===== src/rtl/ppg_pkg.sv =====
package ppg_pkg;
    typedef enum logic {
        ST_IDLE = 1'b0,
        ST_RUN  = 1'b1
    } ppg_state_e;

    localparam logic [1:0] SEL_DUTY = 2'd0;
    localparam logic [1:0] SEL_SPAN = 2'd1;
    localparam logic [1:0] SEL_CTRL = 2'd2;

    localparam int CTL_RUN     = 0;
    localparam int CTL_DBUF    = 1;
    localparam int CTL_PRE_VAL = 2;
    localparam int CTL_PRE_EN  = 3;
    localparam int CTL_BITS    = 4;
endpackage


===== src/rtl/ppg_regs.sv =====
module ppg_regs
    import ppg_pkg::*;
#(
    parameter int W = 8
) (
    input  logic         clk,
    input  logic         rst_n,
    input  logic         wr_en,
    input  logic [1:0]   wr_sel,
    input  logic [W-1:0] wr_data,
    input  logic         span_hit,
    output logic [W-1:0] duty_act,
    output logic [W-1:0] span_q,
    output logic         run_q,
    output logic         tog_en,
    output logic         preset_stb,
    output logic         preset_val
);
    logic [W-1:0] duty_hold;
    logic         dbuf_q;
    logic [1:0]   mode_q;
    logic         wr_duty;
    logic         wr_span;
    logic         wr_ctrl;

    assign wr_duty = wr_en && (wr_sel == SEL_DUTY);
    assign wr_span = wr_en && (wr_sel == SEL_SPAN);
    assign wr_ctrl = wr_en && (wr_sel == SEL_CTRL);

    always_ff @(posedge clk or negedge rst_n) begin
        if (!rst_n) begin
            duty_hold <= '0;
            duty_act  <= '0;
            span_q    <= '0;
            run_q     <= 1'b0;
            dbuf_q    <= 1'b0;
            mode_q    <= 2'b00;
        end else begin
            if (wr_duty) begin
                duty_hold <= wr_data;
            end
            if (wr_duty && !dbuf_q) begin
                duty_act <= wr_data;
            end else if (span_hit) begin
                duty_act <= duty_hold;
            end
            if (wr_span) begin
                span_q <= wr_data;
            end
            if (wr_ctrl) begin
                run_q  <= wr_data[CTL_RUN];
                dbuf_q <= wr_data[CTL_DBUF];
                mode_q <= wr_data[CTL_PRE_EN:CTL_PRE_VAL];
            end
        end
    end

    assign tog_en     = mode_q[1];
    assign preset_stb = wr_ctrl && wr_data[CTL_PRE_EN];
    assign preset_val = wr_data[CTL_PRE_VAL];


    duty_quiet_chk: assert property (@(posedge clk) disable iff (!rst_n)
        (!wr_duty && !span_hit) |=> $stable(duty_act));


    duty_direct_chk: assert property (@(posedge clk) disable iff (!rst_n)
        (wr_duty && !dbuf_q) |=> (duty_act == $past(wr_data)));
endmodule


===== src/rtl/ppg_core.sv =====
module ppg_core
    import ppg_pkg::*;
#(
    parameter int W = 8
) (
    input  logic         clk,
    input  logic         rst_n,
    input  logic         tick,
    input  logic         run_q,
    input  logic [W-1:0] duty_act,
    input  logic [W-1:0] span_q,
    output logic         span_hit,
    output logic         duty_hit,
    output logic         counting
);
    ppg_state_e   state_q;
    ppg_state_e   state_d;
    logic [W-1:0] cnt_q;
    logic [W-1:0] cnt_inc;
    logic         span_eq;

    always_ff @(posedge clk or negedge rst_n) begin
        if (!rst_n) begin
            state_q <= ST_IDLE;
        end else begin
            state_q <= state_d;
        end
    end

    always_comb begin
        state_d = state_q;
        unique case (state_q)
            ST_IDLE: state_d = run_q ? ST_RUN : ST_IDLE;
            ST_RUN:  state_d = run_q ? ST_RUN : ST_IDLE;
        endcase
    end

    assign counting = (state_q == ST_RUN) && run_q;
    assign cnt_inc  = cnt_q + 1'b1;
    assign span_eq  = (cnt_inc == span_q);
    assign span_hit = counting && tick && span_eq;
    assign duty_hit = counting && tick && !span_eq && (cnt_inc == duty_act);

    always_ff @(posedge clk or negedge rst_n) begin
        if (!rst_n) begin
            cnt_q <= '0;
        end else if (!counting) begin
            cnt_q <= '0;
        end else if (tick) begin
            cnt_q <= span_eq ? '0 : cnt_inc;
        end
    end


    span_wrap_chk: assert property (@(posedge clk) disable iff (!rst_n)
        span_hit |=> (cnt_q == '0));


    halt_clear_chk: assert property (@(posedge clk) disable iff (!rst_n)
        !run_q |=> (cnt_q == '0));
endmodule


===== src/rtl/ppg_outff.sv =====
module ppg_outff (
    input  logic clk,
    input  logic rst_n,
    input  logic preset_stb,
    input  logic preset_val,
    input  logic tog_en,
    input  logic span_hit,
    input  logic duty_hit,
    input  logic counting,
    output logic wave_q
);
    always_ff @(posedge clk or negedge rst_n) begin
        if (!rst_n) begin
            wave_q <= 1'b0;
        end else if (preset_stb) begin
            wave_q <= preset_val;
        end else if (tog_en && (span_hit || duty_hit)) begin
            wave_q <= ~wave_q;
        end
    end


    idle_hold_chk: assert property (@(posedge clk) disable iff (!rst_n)
        (!counting && !preset_stb) |=> $stable(wave_q));


    preset_load_chk: assert property (@(posedge clk) disable iff (!rst_n)
        preset_stb |=> (wave_q == $past(preset_val)));
endmodule


===== src/rtl/ppg_top.sv =====
module ppg_top #(
    parameter int W = 8
) (
    input  logic         clk,
    input  logic         rst_n,
    input  logic         tick,
    input  logic         wr_en,
    input  logic [1:0]   wr_sel,
    input  logic [W-1:0] wr_data,
    output logic         pulse_out
);
    logic [W-1:0] duty_act;
    logic [W-1:0] span_q;
    logic         run_q;
    logic         tog_en;
    logic         preset_stb;
    logic         preset_val;
    logic         span_hit;
    logic         duty_hit;
    logic         counting;

    ppg_regs #(.W(W)) u_regs (
        .clk        (clk),
        .rst_n      (rst_n),
        .wr_en      (wr_en),
        .wr_sel     (wr_sel),
        .wr_data    (wr_data),
        .span_hit   (span_hit),
        .duty_act   (duty_act),
        .span_q     (span_q),
        .run_q      (run_q),
        .tog_en     (tog_en),
        .preset_stb (preset_stb),
        .preset_val (preset_val)
    );

    ppg_core #(.W(W)) u_core (
        .clk      (clk),
        .rst_n    (rst_n),
        .tick     (tick),
        .run_q    (run_q),
        .duty_act (duty_act),
        .span_q   (span_q),
        .span_hit (span_hit),
        .duty_hit (duty_hit),
        .counting (counting)
    );

    ppg_outff u_outff (
        .clk        (clk),
        .rst_n      (rst_n),
        .preset_stb (preset_stb),
        .preset_val (preset_val),
        .tog_en     (tog_en),
        .span_hit   (span_hit),
        .duty_hit   (duty_hit),
        .counting   (counting),
        .wave_q     (pulse_out)
    );


    single_toggle_chk: assert property (@(posedge clk) disable iff (!rst_n)
        $onehot0({span_hit, duty_hit}));
endmodule


===== config.mk =====
export PLATFORM = sky130hd
export DESIGN_NAME = ppg_top
export DESIGN_NICKNAME = d
export VERILOG_FILES = /design/src/rtl/ppg_pkg.sv /design/src/rtl/ppg_regs.sv /design/src/rtl/ppg_core.sv /design/src/rtl/ppg_outff.sv /design/src/rtl/ppg_top.sv
export SDC_FILE = /design/constraint.sdc
export NUM_CORES = 1
export LEC_CHECK = 0
export BUFFER_PORTS_ARGS = -buffer_cell sky130_fd_sc_hd__buf_2
export CAP_MARGIN = 5
export CORE_MARGIN = 4
export CORE_UTILIZATION = 40
export DETAILED_ROUTE_END_ITERATION = 12
export PLACE_DENSITY_LB_ADDON = 0.12
export SYNTH_ARGS = -nofsm -noshare
export SYNTH_HDL_FRONTEND = slang
export SYNTH_HIERARCHICAL = 1
export SYNTH_SLANG_ARGS = --single-unit

===== constraint.sdc =====
create_clock -name clk -period 3.59 [get_ports clk]
set_input_delay 0.718 -clock clk [delete_from_list [all_inputs] [get_ports clk]]
set_output_delay 0.718 -clock clk [all_outputs]
set_load 0.05 [all_outputs]

# Word-level counts from Yosys, hierarchy flattened
# Index checks and enable logic that the tools add are counted.
[word_totals]
regBits = 38
elab_cells = 41
[op_classes]
addsub = 1
n_bitwise = 1
n_eq_ne = 5
mux = 8
n_reduce_logical = 17
[op_table]
columns = ["operator", "n"]
rows = [
  ["$mux 8", 5],
  ["$eq 8x8->1", 2],
  ["$logic_and 1x1->1", 11],
  ["$add 8x1->8 const B", 1],
  ["$reduce_bool 2->1", 2],
  ["$mux 1", 3],
  ["$eq 2x1->1 const B", 1],
  ["$eq 2x2->1 const B", 1],
  ["$logic_not 1->1", 2],
  ["$logic_not 2->1", 1],
  ["$ne 2x2->1 const B", 1],
  ["$logic_or 1x1->1", 1],
  ["$not 1->1", 1],
]

# Depth between registers and ports, before layout
# Gate-level depths: netlist of the first run.
[logic_depth]
depth_word = 9
mapped_depth = 12
depth_no_buf = 11

# By module
# The synthesis of the first run kept the hierarchy.
[modules_own_cells]
columns = ["module", "cells_each", "n_inst", "seq_area_each_um2", "area_per_inst_um2"]
rows = [
  ["ppg_regs", 71, 1, 675.6, 1161.1],
  ["ppg_core", 98, 1, 225.2, 862.1],
  ["ppg_outff", 5, 1, 25.0, 51.3],
]

# Least setup slack after synthesis of the first run
# OpenSTA, ideal clock, no wires.
[synth_path]
kind = "flip-flop to flip-flop"
from = "reg u_core.cnt_q[1]"
to = "reg u_regs.duty_act[0]"
arrival_ns = 2.688
setup_slack_ns = 0.777
setup_ns = 0.125
stages_incl_launch_ff = 11
period_less_slack_ns = 2.813
required_ns = 3.465
path_cell_list = "dfrtp_1 > ha_1 > and3_1 > buf_4 > a211o_1 > a221oi_4 > nand2_2 > nor2_1 > clkbuf_1 > mux2_2 > mux2_4"
[synth_between]
elab_chain_cells = 4
[synth_rtl]
columns = ["element", "line", "text"]
rows = [
  ["start: declaration", "ppg_core.sv:18", "logic [W-1:0] cnt_q;"],
  ["start signal: assignment", "ppg_core.sv:50", "cnt_q <= span_eq ? '0 : cnt_inc;"],
  ["$add 8x1->8", "ppg_core.sv:39", "assign cnt_inc = cnt_q + 1'b1;"],
  ["$eq 8x8->1", "ppg_core.sv:40", "assign span_eq = (cnt_inc == span_q);"],
  ["$logic_and 1x1->1", "ppg_core.sv:41", "assign span_hit = counting && tick && span_eq;"],
  ["named net span_hit", "ppg_top.sv:18", "logic span_hit;"],
  ["$reduce_bool 2->1 (no line)", "n/a", ""],
  ["end signal: assignment", "ppg_regs.sv:43", "duty_act <= wr_data;"],
  ["end signal: assignment", "ppg_regs.sv:45", "duty_act <= duty_hold;"],
  ["end: declaration", "ppg_regs.sv:12", "output logic [W-1:0] duty_act,"],
]
# The timed path passes the listed nets, and every way through them passes these cells.
# A chain may end at the register's enable or synchronous reset.

# Worst setup path after layout of the first run
[layout_path]
from = "reg u_core.cnt_q[0]"
to = "reg u_regs.duty_act[4]"
# The elaborated chain is that of the path after synthesis.

==> results.py, run 1 <==
metrics = {
    "run_status": {
        "status": "completed",
    },
    "critical_path": {
        "crit_path_end_kind": "register",
        "path_class": "register to register",
        "start_kind": "register",
        "worstPathArrival_ns": 3.11,
        "required_ns": 3.76,
        "cp_max_fo": 9,
    },
    "pwr": {
        "powerDensity_nw_per_um2": 472.3,
        "max-vdd-ir-drop_v": 0.0002016,
        "power_leakage_nw": 0.9770,
    },
    "clock_network": {
        "clock_latency_ns": 0.28,
        "post-cts-setup-buffers": 0,
        "root_buffer": "clkbuf_8",
        "clk_path_buf_depth": 2,
        "cts_sinks": 37,
        "cts_resized": 0,
        "hold_buffers": 0,
        "htree_levels": 2,
        "path_clk_slew_ns": 0.07,
        "cts_buffers": 5,
        "cts_tree": "built",
    },
    "floorplan": {
        "die_w_um": 80.02,
        "die_area_um2": 6402,
        "core_area_um2": 4880,
        "die_h_um": 80.02,
        "initial_core_util_pct": 42.51,
        "std_cell_rows": 25,
        "io_pins": 15,
    },
    "placed_design": {
        "dp_hpwl_um": 3062,
        "dp.cells": 247,
        "port-buffer-count": 14,
        "routabilityCongestion": 0.8405,
    },
    "timing": {
        "finClkSkew_ns": 0.004213,
        "holdWs_ns": 0.4158,
        "setup_viol": 0,
        "fin_crit_ns": 2.935,
        "timing.fmax_mhz": 340.8,
        "slew_headroom_pct": 45.58,
        "finalHoldViolations": 0,
        "final_max_slew_viol_count": 0,
        "tightest_slew_ns": 0.8164,
        "setup_tns_ns": 0,
        "rsz0062_at_grt": "no",
        "min_period_over_period_pct": 81.74,
    },
    "synthesis": {
        "syn_area_um2": 2074,
        "yosysMostFrequentCell": "dfrtp_1",
        "synth_area_per_cell_um2": 11.92,
        "ys_seq_elements": 37,
        "synth_cells": 174,
        "ys_types": 45,
        "yosysTopAreaCell": "dfrtp_1",
        "ys_warn_count": 6,
        "synth_ff_type": "dfrtp_1",
        "synth_area_leaders": "dfrtp_1 (45%), mux2_2 (14%), xnor2_1 (5.5%), mux2_4 (5.1%), xor2_1 (2.5%)",
        "synth.top_cells.by_count": "dfrtp_1 (37), mux2_2 (26), xnor2_1 (13), nand2_1 (11), nor2_1 (8)",
        "ys_seq_area_share_pct": 44.63,
        "syn_nets": 189,
        "synthArstFlopShare_pct": 100.0,
        "yosysTopAreaCellShare_pct": 44.63,
        "synth_edf_count": 0,
    },
    "routing": {
        "totalWireLength_um": 4049,
        "viasPerCell": 5.134,
        "dr.pass1.iters": 4,
        "wl_per_cell_um": 15.94,
        "drtAntennaViolNets": 0,
        "drt_iter0_drc": 85,
        "vias": 1304,
        "drc": 0,
    },
    "global_routing": {
        "first_global_vias": 1393,
        "grt_start_max_net_pins": 38,
        "grt.total_usage_pct": 14.34,
        "grt_pass1_wl_um": 6982,
        "gr-total-overflow": 0,
        "antenna_found_initial": 0,
    },
    "layout": {
        "n_antenna_cell": 0,
        "nets": 202,
        "multi_input_area_um2": 1071,
        "drive_gt1_share_pct": 34.22,
        "final_cell_count_no_fill": 254,
        "final_util_pct": 46.31,
        "fillers": 471,
        "area_growth_syn_to_layout_pct": 8.927,
        "regArea_um2": 925.9,
    },
    "min_path": {
        "hold_path_class": "register to register",
    },
    "job": {
        "maxCapViolations": 0,
    },
}
path summary, 6_finish.rpt:
check | start | end | slack [ns] | cells past startpoint
min in group asynchronous | rst_n | u_regs/duty_hold[0] | 0.53 | 1
worst max-delay path | u_core/cnt_q[0] | u_regs/duty_act[4] | 0.66 | 10
worst min-delay path | u_regs/run_q | u_core/state_q | 0.42 | 0
worst max register to register | u_core/cnt_q[0] | u_regs/duty_act[4] | 0.66 | 10
worst min register to register | u_regs/run_q | u_core/state_q | 0.42 | 0
max in group asynchronous | rst_n | u_core/cnt_q[7] | 2.55 | 1
final cells by class:
type	instances	area share, %
timing repair buffer	15	3.433
multi-input combinational	124	47.40
inverter	4	0.6645
tap	67	3.710
clock buffer	7	3.821
sequential	37	40.97
report_power, final:
| part | internal (mW) | total [mW] | switching [mW] |
|---|---|---|---|
| combinational | 0.138 | 0.240 | 0.102 |
| sequential | 0.487 | 0.540 | 0.0525 |
| clock | 0.152 | 0.287 | 0.135 |
| total | 0.778 | 1.07 | 0.289 |
cells by family after synthesis:
group           synth area share (%)
compound gates                 8.746
xor+xnor                       9.107
fa+ha+maj                     0.6030
buf+inv                        3.739
flops                          44.63
mux                            20.63
simple gates                   12.55
registers in the layout, indices dropped and copies added, names as in the netlist:
register and flops:
u_core/cnt_q 8, u_regs/duty_act 8, u_regs/duty_hold 8, u_regs/span_q 8, u_core/state_q 1, u_outff/wave_q 1, u_regs/dbuf_q 1, u_regs/mode_q 1
u_regs/run_q 1
cell usage in the layout, fill, tap and decap left out, types with 3 or more instances in the layout:
master,Yosys,routed
dfrtp_1,37,37
mux2_2,26,26
buf_2,2,14
xnor2_1,13,13
nand2_1,11,11
nor2_1,8,8
mux2_4,7,7
clkbuf_8,0,6
nand3_1,6,6
xor2_1,6,6
a21oi_1,5,5
inv_1,4,4
and3_1,3,3
o21ai_0,3,3
o21ai_1,3,3
mux2i_1,3,3
worst max-delay path: stages, from the launching register on:
cell and delay, ns:
dfrtp_1 0.49, ha_1 0.32, and3_1 0.30, nor2_1 0.08, a211o_1 0.30, a221oi_4 0.29, nand2_2 0.12, nor2_1 0.12
buf_4 0.19, mux2_2 0.35, mux2_4 0.26
metal layers:
| layer | up-vias | part of all wire (%) | global-route usage [%] |
|---|---|---|---|
| met3 | 8 | 4.4 | 2.935 |
| met2 | 26 | 47 | 21.44 |
| li1 | 636 | - | - |
| met5 | - | 0 | 0 |
| met1 | 634 | 47 | 19.80 |
| met4 | 0 | 1.9 | 6.588 |
stage by stage:
step | worst slack, ns | power, mW | instance area, um^2
after floorplan | 0.7772 | 0.7274 | 2074
after global placement | 0.7909 | 0.7834 | 2173
after detailed placement | 0.6893 | 0.7917 | 2173
after CTS | 0.6577 | 1.083 | 2260
after global routing | 0.4932 | 1.129 | 2260
final | 0.6554 | 1.067 | 2260
No activity file was read; power rests on OpenSTA's default activity.
==> inputs of run 2 (changes only) <==
clock period = 2.4 ns   (was 3.59 ns; I/O delays follow)
==> run 2 against run 1 <==
Net effect: the flow now finishes with violations (setup timing); hold slack worse by 0.14 ns; wire length up 9.4%; cell area up 13%; maximum frequency up 20%; sequential share of layout area down 4.5 points; register-to-register slack worse by 0.71 ns; core utilization up 5.9 points; critical endpoint unchanged; die area unchanged.
==> results.py, run 2 (synthesis gave the netlist of run 1 again) <==
metrics = {
    "critical_path": {
        "timing.rr.start": "u_core/cnt_q[0]",
        "worstPathArrival_ns": 2.63,
        "cp_max_fo": 8,
        "required_ns": 2.58,
        "path_class": "register to register",
        "crit_path_end_kind": "register",
        "r2r_end": "u_regs/duty_act[4]",
        "start_kind": "register",
        "r2r_slack_ns": -0.05,
        "rr_worst_depth": 10,
    },
    "job": {
        "maxCapViolations": 0,
    },
    "pwr": {
        "internal_power_mw": 1.240,
        "power_leakage_nw": 1.129,
        "max-vdd-ir-drop_v": 0.0003547,
        "comb_power_share_pct": 24.8,
        "p_seq_share_pct": 47.5,
        "fin_total_pwr_mw": 1.704,
        "switching_power_uw": 464.3,
        "switching_share_pct": 27.25,
        "power_frac_clock_pct": 27.7,
        "powerDensity_nw_per_um2": 668.9,
    },
    "layout": {
        "final_cell_count_no_fill": 279,
        "nets": 226,
        "final_common_cell": "dfrtp_1",
        "final_cell_mix": "dfrtp_1 (35), buf_4 (24), mux2_2 (19)",
        "area_growth_syn_to_layout_pct": 22.80,
        "fillers": 436,
        "multi_input_area_um2": 1149,
        "drive_gt1_share_pct": 47.17,
        "n_antenna_cell": 0,
        "fin_area_um2": 2547,
        "final_util_pct": 52.21,
        "regArea_um2": 928.4,
    },
    "timing": {
        "setup_viol": 7,
        "min_period_over_period_pct": 102.2,
        "tightest_slew_ns": 0.7981,
        "fin_ws_ns": -0.05348,
        "slew_headroom_pct": 46.79,
        "timing.fmax_mhz": 407.6,
        "final_max_slew_viol_count": 0,
        "rsz0062_at_grt": "yes",
        "setup_tns_ns": -0.3623,
        "finalHoldViolations": 0,
        "finClkSkew_ns": 0.002691,
        "fin_crit_ns": 2.453,
        "holdWs_ns": 0.2761,
    },
    "floorplan": {
        "std_cell_rows": 25,
        "die_w_um": 80.02,
        "core_area_um2": 4880,
        "initial_core_util_pct": 42.51,
        "io_pins": 15,
        "die_h_um": 80.02,
        "die_area_um2": 6402,
    },
    "placed_design": {
        "dp_hpwl_um": 3349,
        "routabilityCongestion": 0.8774,
        "port-buffer-count": 14,
        "post-place-ws_ns": -0.09031,
        "placed_cell_area_um2": 2395,
        "dp.cells": 268,
    },
    "global_routing": {
        "grt.total_usage_pct": 15.37,
        "first_global_vias": 1520,
        "antenna_found_initial": 0,
        "grt_start_max_net_pins": 38,
        "grt_pass1_wl_um": 7500,
        "gr-total-overflow": 0,
    },
    "clock_network": {
        "cts_sinks": 37,
        "htree_levels": 2,
        "root_buffer": "clkbuf_8",
        "cts_tree": "built",
        "cts_buffers": 5,
        "path_clk_slew_ns": 0.07,
        "clock_latency_ns": 0.29,
        "hold_buffers": 0,
        "clk_path_buf_depth": 2,
    },
    "routing": {
        "drc": 0,
        "totalWireLength_um": 4430,
        "dr.pass1.iters": 4,
        "drtAntennaViolNets": 0,
        "viasPerCell": 5.100,
        "drt_iter0_drc": 92,
        "wl_per_cell_um": 15.88,
        "vias": 1423,
    },
    "run_status": {
        "violations": "setup timing",
        "status": "complete, but fails checks",
    },
    "min_path": {
        "hold_path_class": "input pin to asynchronous set/reset pin",
    },
}
run 2: worst max-delay path, stage by stage, from the launching register on:
cell and delay [ns]:
dfrtp_2 0.44, ha_4 0.19, xnor2_2 0.14, xnor2_1 0.14, a211o_1 0.28, a221oi_4 0.24, nand2_2 0.11, nor2_4 0.11
buf_12 0.14, mux2_4 0.30, mux2_4 0.25
run 2: how the worst max path moves through the flow:
| stage | endpoint | slack, ns | start | cells after the start |
|---|---|---|---|---|
| after floorplan | u_regs/duty_act[0] | -0.13 | u_core/cnt_q[1] | 11 |
| after global placement | u_regs/duty_act[4] | -0.06 | u_core/cnt_q[1] | 10 |
| after detailed placement | u_regs/duty_act[6] | -0.09 | u_core/cnt_q[1] | 10 |
| after CTS | u_regs/duty_act[6] | -0.05 | u_core/cnt_q[0] | 10 |
| after global routing | u_regs/duty_act[7] | -0.16 | u_core/cnt_q[3] | 9 |
| final | u_regs/duty_act[4] | -0.05 | u_core/cnt_q[0] | 10 |
run 2: area by class of cell:
class,count,area share (%)
Multi-Input combinational cell,124,45.09
Sequential cell,37,36.44
Timing Repair Buffer,39,10.61
Clock buffer,7,3.782
Tap cell,67,3.291
Inverter,4,0.5894
Clock inverter,1,0.1965
run 2: what timing repair did:
item                                    4_1_cts  5_1_grt
pin swaps                                     2        2
buffers inserted                              3        0
endpoints found under the setup margin        8        9
resized for setup                             3        4
endpoints found under the hold margin         0        0
run 2: power by group through the flow:
stage / clock network (mW) / logic, mW / registers (mW)
2_1_floorplan: 0 / 0.304 / 0.808
3_3_place_gp: 0 / 0.400 / 0.815
3_5_place_dp: 0 / 0.411 / 0.820
4_1_cts: 0.494 / 0.421 / 0.809
5_1_grt: 0.524 / 0.456 / 0.824
6_report: 0.472 / 0.422 / 0.810
run 2: per-layer routing:
metal / share of wire [%] / global-route usage, % / up-vias
met1: 46 / 20.38 / 698
met3: 3.7 / 3.612 / 8
met2: 49 / 23.76 / 27
met5: 0 / 0 / -
li1: - / - / 690
met4: 1.8 / 6.757 / 0
==> inputs of run 3 (changes only) <==
--- a/config.mk
+++ b/config.mk
@@ -6,9 +6,9 @@
 export NUM_CORES = 1
 export LEC_CHECK = 0
-export BUFFER_PORTS_ARGS = -buffer_cell sky130_fd_sc_hd__buf_2
 export CAP_MARGIN = 5
 export CORE_MARGIN = 4
 export CORE_UTILIZATION = 40
 export DETAILED_ROUTE_END_ITERATION = 12
+export DONT_BUFFER_PORTS = 1
 export PLACE_DENSITY_LB_ADDON = 0.12
 export SYNTH_ARGS = -nofsm -noshare
==> constraint.sdc (replaced) <==
create_clock -name clk -period 2.4 [get_ports clk]
set_input_delay 0.48 -clock clk [delete_from_list [all_inputs] [get_ports clk]]
set_output_delay 0.48 -clock clk [all_outputs]
set_load 0.1 [all_outputs]
==> run 3 against run 2 <==
Net effect: clock-buffer cell count shrank 2; setup slack got worse by 0.0056 ns; critical path type unchanged; sequential power down 0.7%; register-to-register slack hardly changed; cell count fell by 3.6%; the run still ends with setup timing left; critical endpoint is now u_regs/duty_act[5].
==> results.py, run 3 (synthesis gave the netlist of run 1 again) <==
metrics = {
    "run_status": {
        "status": "complete, but fails checks",
        "violations": "setup timing",
    },
    "layout": {
        "fillers": 441,
        "drive_gt1_share_pct": 44.55,
        "area_growth_syn_to_layout_pct": 21.17,
        "fin_area_um2": 2514,
        "final_common_cell": "dfrtp_1",
        "final_cell_mix": "dfrtp_1 (36), buf_4 (27), mux2_2 (19)",
        "final_cell_count_no_fill": 269,
        "nets": 216,
        "n_antenna_cell": 0,
    },
    "global_routing": {
        "antenna_found_initial": 0,
        "gr-total-overflow": 0,
        "grt_pass1_wl_um": 7638,
        "grt.total_usage_pct": 15.62,
        "grt_start_max_net_pins": 38,
        "first_global_vias": 1539,
    },
    "pwr": {
        "switching_share_pct": 29.01,
        "power_frac_clock_pct": 25.8,
        "p_seq_share_pct": 48.5,
        "switching_power_uw": 481.0,
        "power_leakage_nw": 1.101,
        "internal_power_mw": 1.177,
        "max-vdd-ir-drop_v": 0.0003369,
        "powerDensity_nw_per_um2": 659.5,
        "comb_power_share_pct": 25.7,
    },
    "critical_path": {
        "worstPathArrival_ns": 2.64,
        "cp_max_fo": 8,
        "timing.rr.start": "u_core/cnt_q[1]",
        "critPathLaunch": "u_core/cnt_q[1]",
        "path_class": "register to register",
        "required_ns": 2.58,
        "start_kind": "register",
        "crit_path_end_kind": "register",
    },
    "routing": {
        "drc": 0,
        "wl_per_cell_um": 16.49,
        "drtAntennaViolNets": 0,
        "drt_iter0_drc": 45,
        "totalWireLength_um": 4435,
        "dr.pass1.iters": 4,
        "vias": 1393,
        "viasPerCell": 5.178,
    },
    "clock_network": {
        "root_buffer": "clkbuf_8",
        "htree_levels": 2,
        "cts_buffers": 5,
        "cts_sinks": 37,
        "clock_latency_ns": 0.29,
        "path_clk_slew_ns": 0.07,
        "cts_tree": "built",
        "clk_path_buf_depth": 2,
    },
    "floorplan": {
        "std_cell_rows": 25,
        "io_pins": 15,
        "die_area_um2": 6402,
        "core_area_um2": 4880,
        "die_h_um": 80.02,
        "die_w_um": 80.02,
        "initial_core_util_pct": 42.51,
    },
    "timing": {
        "setup_tns_ns": -0.3920,
        "final_max_slew_viol_count": 0,
        "fin_crit_ns": 2.459,
        "tightest_slew_ns": 0.6633,
        "fin_ws_ns": -0.05911,
        "min_period_over_period_pct": 102.5,
        "setup_viol": 7,
        "rsz0062_at_grt": "yes",
        "timing.fmax_mhz": 406.7,
        "finClkSkew_ns": 0.006190,
        "slew_headroom_pct": 55.59,
        "finalHoldViolations": 0,
    },
    "placed_design": {
        "routabilityCongestion": 0.8787,
        "dp.cells": 255,
        "placed_cell_area_um2": 2332,
        "dp_hpwl_um": 3323,
        "port-buffer-count": 0,
    },
    "job": {
        "maxCapViolations": 0,
    },
    "min_path": {
        "hold_path_class": "input pin to asynchronous set/reset pin",
    },
}
-- run 3: layout make-up --
type | instances | area [um^2] | share of cell area (%)
clock buffers | 5 | 68.82 | 2.738
clock inverters | 3 | 17.52 | 0.6969
inverters | 4 | 15.01 | 0.5973
multi-input cells | 124 | 1159 | 46.09
flip-flops and latches | 37 | 927.1 | 36.88
well taps | 67 | 83.83 | 3.335
repair buffers | 29 | 242.7 | 9.657
-- run 3: worst max-delay path: stages (launching register included) --
cell and delay (ns):
dfrtp_1 0.42, ha_4 0.20, and3_4 0.22, nor2_2 0.04, a211o_1 0.31, a221oi_4 0.23, nand2_2 0.12, nor2_4 0.12
buf_12 0.14, mux2_4 0.30, mux2_4 0.25
-- run 3: timing repair --
action | in CTS | in global routing
endpoints found under the hold margin | 37 | 0
pin swaps | 2 | 3
resized for setup | 3 | 5
endpoints found under the setup margin | 7 | 9
hold buffers | 1 | 0
buffers inserted | 3 | 2
-- run 3: power groups by stage --
stage          clock [mW]  sequential (mW)  combinational, mW
6_report            0.427            0.804              0.426
2_1_floorplan           0            0.822              0.304
4_1_cts             0.445            0.806              0.425
3_3_place_gp            0            0.814              0.387
5_1_grt             0.473            0.816              0.461
3_5_place_dp            0            0.818              0.398
-- run 3: worst paths after layout --
path | to | slack (ns) | depth (start not counted)
setup / recovery | u_regs/duty_act[5] | -0.06 | 10
hold / removal | u_regs/span_q[4] | 0.02 | 1
setup reg to reg | u_regs/duty_act[5] | -0.06 | 10
hold reg to reg | u_core/state_q | 0.41 | 0
max in group asynchronous | u_regs/span_q[0] | 2.18 | 1
min in group clk | u_outff/wave_q | 0.32 | 2
-- run 3: stage by stage --
step	hold WS, ns	utilization, %	setup WS [ns]	power, mW
2_1_floorplan	0.1844	-	-0.1260	1.126
3_3_place_gp	0.1857	47.79	-0.04637	1.200
3_5_place_dp	0.1856	47.79	-0.07776	1.217
4_1_cts	0.02442	50.74	-0.05717	1.676
5_1_grt	0.02001	51.51	-0.1477	1.750
6_report	0.01854	51.51	-0.05911	1.658
-- run 3: metal layers --
metal | track usage, % | routed length [um] | vias up
met5 | 0 | 0 | -
met4 | 4.730 | 60 | 0
met3 | 4.289 | 168 | 7
met2 | 25.00 | 2099 | 19
met1 | 20.48 | 2107 | 697
li1 | - | - | 670
